==> src/rtl/agc_pkg.sv <==
package agc_pkg;
  localparam int IL_W   = 24;
  localparam int UC_W   = 8;
  localparam int SD_W   = 8;
  localparam int HC_W   = 3;
  localparam int PS_W   = 5;
  localparam int PO_W   = 6;
  localparam int ES_W   = 5;
  localparam int LUT_AW = 6;

  typedef struct packed {
    logic [IL_W-1:0] int_len;
    logic [UC_W-1:0] upd_cnt;
    logic [HC_W-1:0] hp_code;
    logic [PS_W-1:0] pwr_shift;
    logic [PO_W-1:0] pwr_ofs;
    logic [ES_W-1:0] err_shift;
  } agc_cfg_t;

  // descending table: low power -> positive error, high power -> negative
  function automatic logic signed [LUT_AW-1:0] err_lut(input logic [LUT_AW-1:0] a);
    logic signed [LUT_AW:0] t;
    t = $signed((LUT_AW+1)'(2**(LUT_AW-1)-1)) - $signed({1'b0, a});
    return t[LUT_AW-1:0];
  endfunction
endpackage

==> src/rtl/agc_sync_dly.sv <==
module agc_sync_dly #(
  parameter int CW = 8
) (
  input  logic          clk_i,
  input  logic          rst_ni,
  input  logic          vld_i,
  input  logic          sync_i,
  input  logic [CW-1:0] dly_i,
  output logic          fire_o
);
  logic          pend_q;
  logic [CW-1:0] cnt_q;

  always_comb begin
    fire_o = vld_i && ((sync_i && (dly_i == '0)) ||
                       (!sync_i && pend_q && (cnt_q == CW'(1))));
  end

  always_ff @(posedge clk_i or negedge rst_ni) begin
    if (!rst_ni) begin
      pend_q <= 1'b0;
      cnt_q  <= '0;
    end else if (vld_i) begin
      if (sync_i) begin
        pend_q <= (dly_i != '0);
        cnt_q  <= dly_i;
      end else if (pend_q) begin
        if (cnt_q == CW'(1)) pend_q <= 1'b0;
        cnt_q <= cnt_q - CW'(1);
      end
    end
  end
endmodule

==> src/rtl/agc_hpf.sv <==
module agc_hpf #(
  parameter int DW = 16,
  parameter int K  = 10   // must be >= 8 so every code leaves a shift of at least 1
) (
  input  logic                 clk_i,
  input  logic                 rst_ni,
  input  logic                 vld_i,
  input  logic [2:0]           code_i,
  input  logic signed [DW-1:0] x_i,
  output logic signed [DW-1:0] y_o
);
  localparam int AW = DW + K + 2;
  localparam logic signed [DW+1:0] YMAX = (DW+2)'(2**(DW-1)-1);
  localparam logic signed [DW+1:0] YMIN = -YMAX - (DW+2)'(1);

  logic signed [AW-1:0] dc_q, x_ext, diff, step, dc_int;
  logic signed [DW+1:0] yw;
  logic [7:0]           sh;

  always_comb begin
    sh     = 8'(K) - {5'b0, code_i};
    x_ext  = $signed({{2{x_i[DW-1]}}, x_i, {K{1'b0}}});
    diff   = x_ext - dc_q;
    step   = diff >>> sh;
    dc_int = dc_q >>> K;
    yw     = $signed({{2{x_i[DW-1]}}, x_i}) - dc_int[DW+1:0];
    if (yw > YMAX)      y_o = YMAX[DW-1:0];
    else if (yw < YMIN) y_o = YMIN[DW-1:0];
    else                y_o = yw[DW-1:0];
  end

  always_ff @(posedge clk_i or negedge rst_ni) begin
    if (!rst_ni)    dc_q <= '0;
    else if (vld_i) dc_q <= dc_q + step;
  end
endmodule

==> src/rtl/agc_pwr_int.sv <==
module agc_pwr_int
  import agc_pkg::*;
#(
  parameter int DW = 16,
  parameter int AW = 2*DW + IL_W
) (
  input  logic                 clk_i,
  input  logic                 rst_ni,
  input  logic                 vld_i,
  input  logic                 fire_i,
  input  logic signed [DW-1:0] y_i,
  input  agc_cfg_t             cfg_i,
  output logic                 upd_o,
  output logic [AW-1:0]        acc_o
);
  logic [AW-1:0]        acc_q, cur_acc;
  logic [IL_W-1:0]      cnt_q, cur_cnt;
  logic [UC_W-1:0]      rem_q, cur_rem;
  logic                 act_q, cur_act, last;
  logic signed [2*DW-1:0] ye, sq;

  always_comb begin
    ye      = $signed({{DW{y_i[DW-1]}}, y_i});
    sq      = ye * ye;
    cur_acc = fire_i ? '0 : acc_q;
    cur_cnt = fire_i ? '0 : cnt_q;
    cur_rem = fire_i ? cfg_i.upd_cnt : rem_q;
    cur_act = fire_i | act_q;
    acc_o   = cur_acc + AW'($unsigned(sq));
    last    = ((IL_W+1)'(cur_cnt) + (IL_W+1)'(1)) >= (IL_W+1)'(cfg_i.int_len);
    upd_o   = vld_i && cur_act && last;
  end

  always_ff @(posedge clk_i or negedge rst_ni) begin
    if (!rst_ni) begin
      acc_q <= '0;
      cnt_q <= '0;
      rem_q <= '0;
      act_q <= 1'b0;
    end else if (vld_i && cur_act) begin
      if (last) begin
        acc_q <= '0;
        cnt_q <= '0;
        if (cur_rem != '0) rem_q <= cur_rem - UC_W'(1);
        else               rem_q <= '0;
        act_q <= (cur_rem != UC_W'(1));
      end else begin
        acc_q <= acc_o;
        cnt_q <= cur_cnt + IL_W'(1);
        rem_q <= cur_rem;
        act_q <= 1'b1;
      end
    end
  end
endmodule

==> src/rtl/agc_gain.sv <==
module agc_gain
  import agc_pkg::*;
#(
  parameter int          GW    = 16,
  parameter int          AW    = 56,
  parameter int          PB    = 48,
  parameter int          DLY_W = 5,
  parameter logic [GW-1:0] GINIT = GW'(16384)
) (
  input  logic             clk_i,
  input  logic             rst_ni,
  input  logic             upd_i,
  input  logic             vld_i,
  input  logic [AW-1:0]    acc_i,
  input  agc_cfg_t         cfg_i,
  input  logic [DLY_W-1:0] dly_i,
  output logic [GW-1:0]    gain_o,
  output logic [GW-1:0]    gain_app_o
);
  localparam int DEPTH = 2**DLY_W;
  localparam int EW    = 40;
  localparam int AMAX  = 2**LUT_AW - 1;

  logic [GW-1:0]            gain_q;
  logic [GW-1:0]            line_q [DEPTH];
  logic [7:0]               sh_amt;
  logic [AW-1:0]            sel, diff;
  logic [LUT_AW-1:0]        addr;
  logic signed [LUT_AW-1:0] err;
  logic signed [EW-1:0]     delta;
  logic signed [EW:0]       sum;
  logic [GW-1:0]            gain_nx;

  always_comb begin
    sh_amt = 8'(PB) - {3'b0, cfg_i.pwr_shift};
    sel    = acc_i >> sh_amt;
    diff   = sel - AW'(cfg_i.pwr_ofs);
    if (sel < AW'(cfg_i.pwr_ofs)) addr = '0;
    else if (diff > AW'(AMAX))    addr = LUT_AW'(AMAX);
    else                          addr = diff[LUT_AW-1:0];
    err   = err_lut(addr);
    delta = $signed({{(EW-LUT_AW){err[LUT_AW-1]}}, err}) <<< cfg_i.err_shift;
    sum   = $signed({{(EW+1-GW){1'b0}}, gain_q}) + $signed({delta[EW-1], delta});
    if (sum[EW])                                    gain_nx = '0;
    else if (sum > $signed((EW+1)'(2**GW-1)))       gain_nx = '1;
    else                                            gain_nx = sum[GW-1:0];
  end

  always_ff @(posedge clk_i or negedge rst_ni) begin
    if (!rst_ni)    gain_q <= GINIT;
    else if (upd_i) gain_q <= gain_nx;
  end

  always_ff @(posedge clk_i or negedge rst_ni) begin
    if (!rst_ni)    line_q[0] <= GINIT;
    else if (vld_i) line_q[0] <= gain_q;
  end

  for (genvar i = 1; i < DEPTH; i++) begin : g_line
    always_ff @(posedge clk_i or negedge rst_ni) begin
      if (!rst_ni)    line_q[i] <= GINIT;
      else if (vld_i) line_q[i] <= line_q[i-1];
    end
  end

  always_comb begin
    if (dly_i == '0) gain_app_o = gain_q;
    else             gain_app_o = line_q[dly_i - DLY_W'(1)];
  end

  assign gain_o = gain_q;
endmodule

==> src/rtl/rx_agc_loop.sv <==
module rx_agc_loop
  import agc_pkg::*;
#(
  parameter int DW    = 16,
  parameter int GW    = 16,
  parameter int GFRAC = 14,
  parameter int HP_K  = 10,
  parameter int PB    = 48,
  parameter int DLY_W = 5
) (
  input  logic                clk_i,
  input  logic                rst_ni,
  input  logic [DW-1:0]       smp_i,
  input  logic                smp_vld_i,
  input  logic                sync_i,
  input  logic [IL_W-1:0]     int_len_i,
  input  logic [UC_W-1:0]     upd_cnt_i,
  input  logic [SD_W-1:0]     sync_dly_i,
  input  logic [HC_W-1:0]     hp_code_i,
  input  logic [PS_W-1:0]     pwr_shift_i,
  input  logic [PO_W-1:0]     pwr_ofs_i,
  input  logic [ES_W-1:0]     err_shift_i,
  input  logic [DLY_W-1:0]    gain_dly_i,
  output logic [DW-1:0]       smp_o,
  output logic                smp_vld_o,
  output logic [GW-1:0]       gain_o
);
  localparam int AW = 2*DW + IL_W;
  localparam int PW = DW + GW + 1;
  localparam logic [GW-1:0]        GINIT = GW'(2**GFRAC);
  localparam logic signed [PW-1:0] OMAX  = PW'(2**(DW-1)-1);
  localparam logic signed [PW-1:0] OMIN  = -OMAX - PW'(1);
  localparam logic signed [PW-1:0] RND   = PW'(2**(GFRAC-1));

  agc_cfg_t             cfg;
  logic                 fire_w, upd_w;
  logic signed [DW-1:0] y_w, y1_q;
  logic                 vld1_q, fire1_q;
  logic [AW-1:0]        acc_w;
  logic [GW-1:0]        gain_app;
  logic signed [PW-1:0] prod, shr;
  logic [DW-1:0]        out_q;
  logic                 out_vld_q;

  always_comb begin
    cfg.int_len   = int_len_i;
    cfg.upd_cnt   = upd_cnt_i;
    cfg.hp_code   = hp_code_i;
    cfg.pwr_shift = pwr_shift_i;
    cfg.pwr_ofs   = pwr_ofs_i;
    cfg.err_shift = err_shift_i;
  end

  agc_sync_dly #(.CW(SD_W)) u_sync (
    .clk_i, .rst_ni, .vld_i(smp_vld_i), .sync_i, .dly_i(sync_dly_i), .fire_o(fire_w)
  );

  agc_hpf #(.DW(DW), .K(HP_K)) u_hpf (
    .clk_i, .rst_ni, .vld_i(smp_vld_i), .code_i(hp_code_i),
    .x_i($signed(smp_i)), .y_o(y_w)
  );

  always_ff @(posedge clk_i or negedge rst_ni) begin
    if (!rst_ni) begin
      y1_q    <= '0;
      vld1_q  <= 1'b0;
      fire1_q <= 1'b0;
    end else begin
      vld1_q  <= smp_vld_i;
      fire1_q <= fire_w;
      if (smp_vld_i) y1_q <= y_w;
    end
  end

  agc_pwr_int #(.DW(DW), .AW(AW)) u_pwr (
    .clk_i, .rst_ni, .vld_i(vld1_q), .fire_i(fire1_q), .y_i(y1_q),
    .cfg_i(cfg), .upd_o(upd_w), .acc_o(acc_w)
  );

  agc_gain #(.GW(GW), .AW(AW), .PB(PB), .DLY_W(DLY_W), .GINIT(GINIT)) u_gain (
    .clk_i, .rst_ni, .upd_i(upd_w), .vld_i(vld1_q), .acc_i(acc_w), .cfg_i(cfg),
    .dly_i(gain_dly_i), .gain_o(gain_o), .gain_app_o(gain_app)
  );

  always_comb begin
    prod = $signed({{(PW-DW){y1_q[DW-1]}}, y1_q}) * $signed({{(PW-GW){1'b0}}, gain_app});
    shr  = (prod + RND) >>> GFRAC;
  end

  always_ff @(posedge clk_i or negedge rst_ni) begin
    if (!rst_ni) begin
      out_q     <= '0;
      out_vld_q <= 1'b0;
    end else begin
      out_vld_q <= vld1_q;
      if (vld1_q) begin
        if (shr > OMAX)      out_q <= OMAX[DW-1:0];
        else if (shr < OMIN) out_q <= OMIN[DW-1:0];
        else                 out_q <= shr[DW-1:0];
      end
    end
  end

  assign smp_o     = out_q;
  assign smp_vld_o = out_vld_q;
endmodule

==> config.mk <==
export PLATFORM = sky130hd
export DESIGN_NAME = rx_agc_loop
export DESIGN_NICKNAME = d
export VERILOG_FILES = /design/src/rtl/agc_pkg.sv /design/src/rtl/agc_sync_dly.sv /design/src/rtl/agc_hpf.sv /design/src/rtl/agc_pwr_int.sv /design/src/rtl/agc_gain.sv /design/src/rtl/rx_agc_loop.sv
export SDC_FILE = /design/constraint.sdc
export NUM_CORES = 2
export LEC_CHECK = 0
export CORE_UTILIZATION = 45
export CTS_CLUSTER_SIZE = 20
export DETAILED_ROUTE_END_ITERATION = 8
export PLACE_DENSITY = 0.73
export SLEW_MARGIN = 20
export SYNTH_ARGS = -nofsm -noshare
export SYNTH_HDL_FRONTEND = slang
export SYNTH_HIERARCHICAL = 1
export SYNTH_SLANG_ARGS = --single-unit
==> constraint.sdc <==
create_clock -name clk_i -period 22.2 [get_ports clk_i]
set_input_delay 6.66 -clock clk_i [delete_from_list [all_inputs] [get_ports clk_i]]
set_output_delay 6.66 -clock clk_i [all_outputs]
set_load 0.02 [all_outputs]
==> results.toml <==
[placed_design]
portBuffers = 116
hpwlAfterDp_um = 127000
dpl_worst_slack_ns = 2.97
place_congestion = 1.01

[sta]
fin_crit_ns = 19.75
setup_ws_ns = 2.45
tightest_slew_ns = 1.16
post-route-period-util_pct = 89.0
rsz0062_at_grt = "false"
slew_headroom_pct = 20.6
slew_violations = 0
finClkSkew_ns = 0.0558
hold_viol = 0
fmax_mhz = 50.6
setup_viol = 0
tns_ns = 0

[floorplanning]
initial_core_util_pct = 45.5
fp.dieW_um = 380
rows = 138
coreArea_um2 = 142000
fp.dieH_um = 380
io_pins = 117
die_area_um2 = 145000

[synthesis]
ys_seq_area_share_pct = 26.8
yosysWarnings = 6
async_flop_share_pct = 100
synth_area_leaders = "dfrtp_1 25%, fa_1 14%, mux2_2 10%, mux4_2 6.5%, ha_1 6.5%"
netlist-cell-type-count = 129
synth_top_area_share_pct = 25.5
synth_nets = 7323
synth_edf_count = 0
syn_avg_cell_area_um2 = 9.97
yosysTopAreaCell = "dfrtp_1"
ys.flop_type = "dfrtp_1"
synthTopCellsByCount = "685 x inv_1, 656 x dfrtp_1, 645 x nand2_1, 572 x mux2_2, 437 x fa_1"
post-synth-top-count-cell = "inv_1"
synth_area_um2 = 64400
synthCells = 6467
yosys_register_bits = 689

[global_route]
grt-ovfl-total = 0
grt_max_degree = 208
grt_pass1_vias = 50231
antenna_found_initial = 2
grt_pass1_wl_um = 280000
grt_usage_pct = 24.0

[setup_path]
endpoint_kind = "flip-flop"
crit_type = "flip-flop to flip-flop"
reg2reg_to = "u_gain/gain_o[10]$_DFFE_PN0P_"
slowest_stage = "a2111oi_0"
slowest_delay_ns = 1.00
startpoint_type = "flip-flop"
crit_top_cell = "fa_1"
critPathMaxFanout = 26
worstPathRequired_ns = 22.76
rrSetupSlack_ns = 2.45
r2r-start = "y1_q[15]$_DFFE_PN0P_"
arrival_ns = 20.32
r2r_cells = 65

[finish]
nets = 7253
area_growth_pct = 8.69
nFillCells = 12580
drive_above_1_share_pct = 17.8

[route]
first_pass_iters = 8
drtIter0Drc = 4206
routed_via_density = 5.93
route.antenna.remaining_nets = 0
dr_total_vias = 49549
routedWlPerCell_um = 20.9
totalWireLength_um = 174000
drc_errors = 0

[clock_tree]
cts.path.max_buffers = 3
postCtsSetupRepairBufs = 0
htreeDepth = 3
numCtsBuffers = 78
holdBufCountCts = 0
root_buffer = "clkbuf_16"
cts_tree = "built"
post_cts_resized = 0
clkLatencyLatePin_ns = 0.69
cts.sinks = 689
path_clk_slew_ns = 0.06

[hold_path]
worstHoldStart = "u_pwr/acc_q[16]$_DFFE_PN0P_"
holdPathEnd = "u_pwr/acc_q[16]$_DFFE_PN0P_"
min_path_cells = 2
min_path_type = "flip-flop to flip-flop"

[flow_run]
maxCapViolations = 0

[outcome]
status = "completed"
-- layout by cell type (no fill, tap or decap), types with 43 or more instances in the layout --
cell,netlist,layout
a211oi_1,55,55
a21o_1,84,84
a21oi_1,280,275
and2_1,184,184
buf_4,5,92
clkbuf_16,0,79
clkdlybuf4s50_1,0,112
dfrtp_1,656,654
fa_1,437,437
ha_1,335,333
inv_1,685,685
mux2_2,572,572
mux2i_1,103,103
mux4_2,187,187
nand2_1,645,645
nand3_1,141,141
nor2_1,278,276
nor2b_1,73,73
nor3_1,68,67
o21ai_0,226,224
or3_1,43,43
xnor2_1,158,153
xor2_1,60,58
-- sequential cells by signal, summed over array words and instances (netlist names), 8 cells and up --
name and cells:
u_hpf/dc_q 28, u_pwr/cnt_q 24, u_sync/cnt_q 8, smp_o 16, u_pwr/rem_q 8, u_gain/gain_o 16
u_pwr/acc_q 56, y1_q 16, u_gain/line_q 512
-- cell families after synthesis --
family	count (synthesis)	share of synthesized area, %
flip-flops	689	26.8
adder cells (fa/ha/maj)	773	20.1
XOR/XNOR	219	2.99
AND/OR/NAND/NOR	1703	13.1
multiplexers	865	18.2
buffers and inverters	1053	6.47
AO/OA/AOI/OAI	1165	12.3
-- worst max-delay path by stage --
stage                    startpoint                             to  slack [ns]  cells after the start
6_report       y1_q[15]$_DFFE_PN0P_  u_gain/gain_o[10]$_DFFE_PN0P_        2.45                     65
5_1_grt        y1_q[15]$_DFFE_PN0P_  u_gain/gain_o[10]$_DFFE_PN0P_        0.99                     65
4_1_cts        y1_q[15]$_DFFE_PN0P_  u_gain/gain_o[10]$_DFFE_PN0P_        2.84                     68
3_5_place_dp   y1_q[15]$_DFFE_PN0P_  u_gain/gain_o[10]$_DFFE_PN0P_        2.97                     65
3_3_place_gp    y1_q[5]$_DFFE_PN0P_  u_gain/gain_o[10]$_DFFE_PN0P_        2.91                     71
2_1_floorplan        pwr_shift_i[0]  u_gain/gain_o[11]$_DFFE_PN0P_        5.15                     58
-- metrics by stage --
stage,util [%],instance area (um^2),std cells,hold slack (ns)
final,49.4,70000,8352,0.461
after global routing,49.4,70000,8350,0.477
after detailed placement,47.5,67300,8206,0.450
after floorplan,-,64400,6467,0.431
after global placement,47.5,67300,8206,0.444
after CTS,49.4,70000,8349,0.461
-- cell type report --
type	instances	area, um^2	share of cell area, %
Tap cell	1890	2360	3.38
Antenna cell	2	5.00	0.00714
Clock inverter	36	395	0.564
Clock buffer	107	2260	3.23
Timing Repair Buffer	213	1970	2.81
Multi-Input combinational cell	4725	43200	61.6
Sequential cell	689	17300	24.7
Inverter	690	2590	3.70
-- routing by layer --
metal	GRT usage [%]	routed length (um)	share of wire (%)
met5	0	18	0.010
met4	7.63	5300	3.0
met3	4.21	12600	7.2
met2	38.4	80500	46
met1	33.0	76000	44
-- critical path, delay by kind of cell (launching register included) --
kind,cells,cell delay [ns]
DFF,1,0.36
and+or+nand+nor,18,4.80
adders and majority gates,12,5.23
xor gates and xnor gates,2,0.24
AOI/OAI and AO/OA,25,7.22
buffers and inverters,7,1.24
muxes,1,0.51
Power is left out: the tool's default activity adds up to more than one toggle a clock period on the data nets, which glitch-free logic cannot reach.
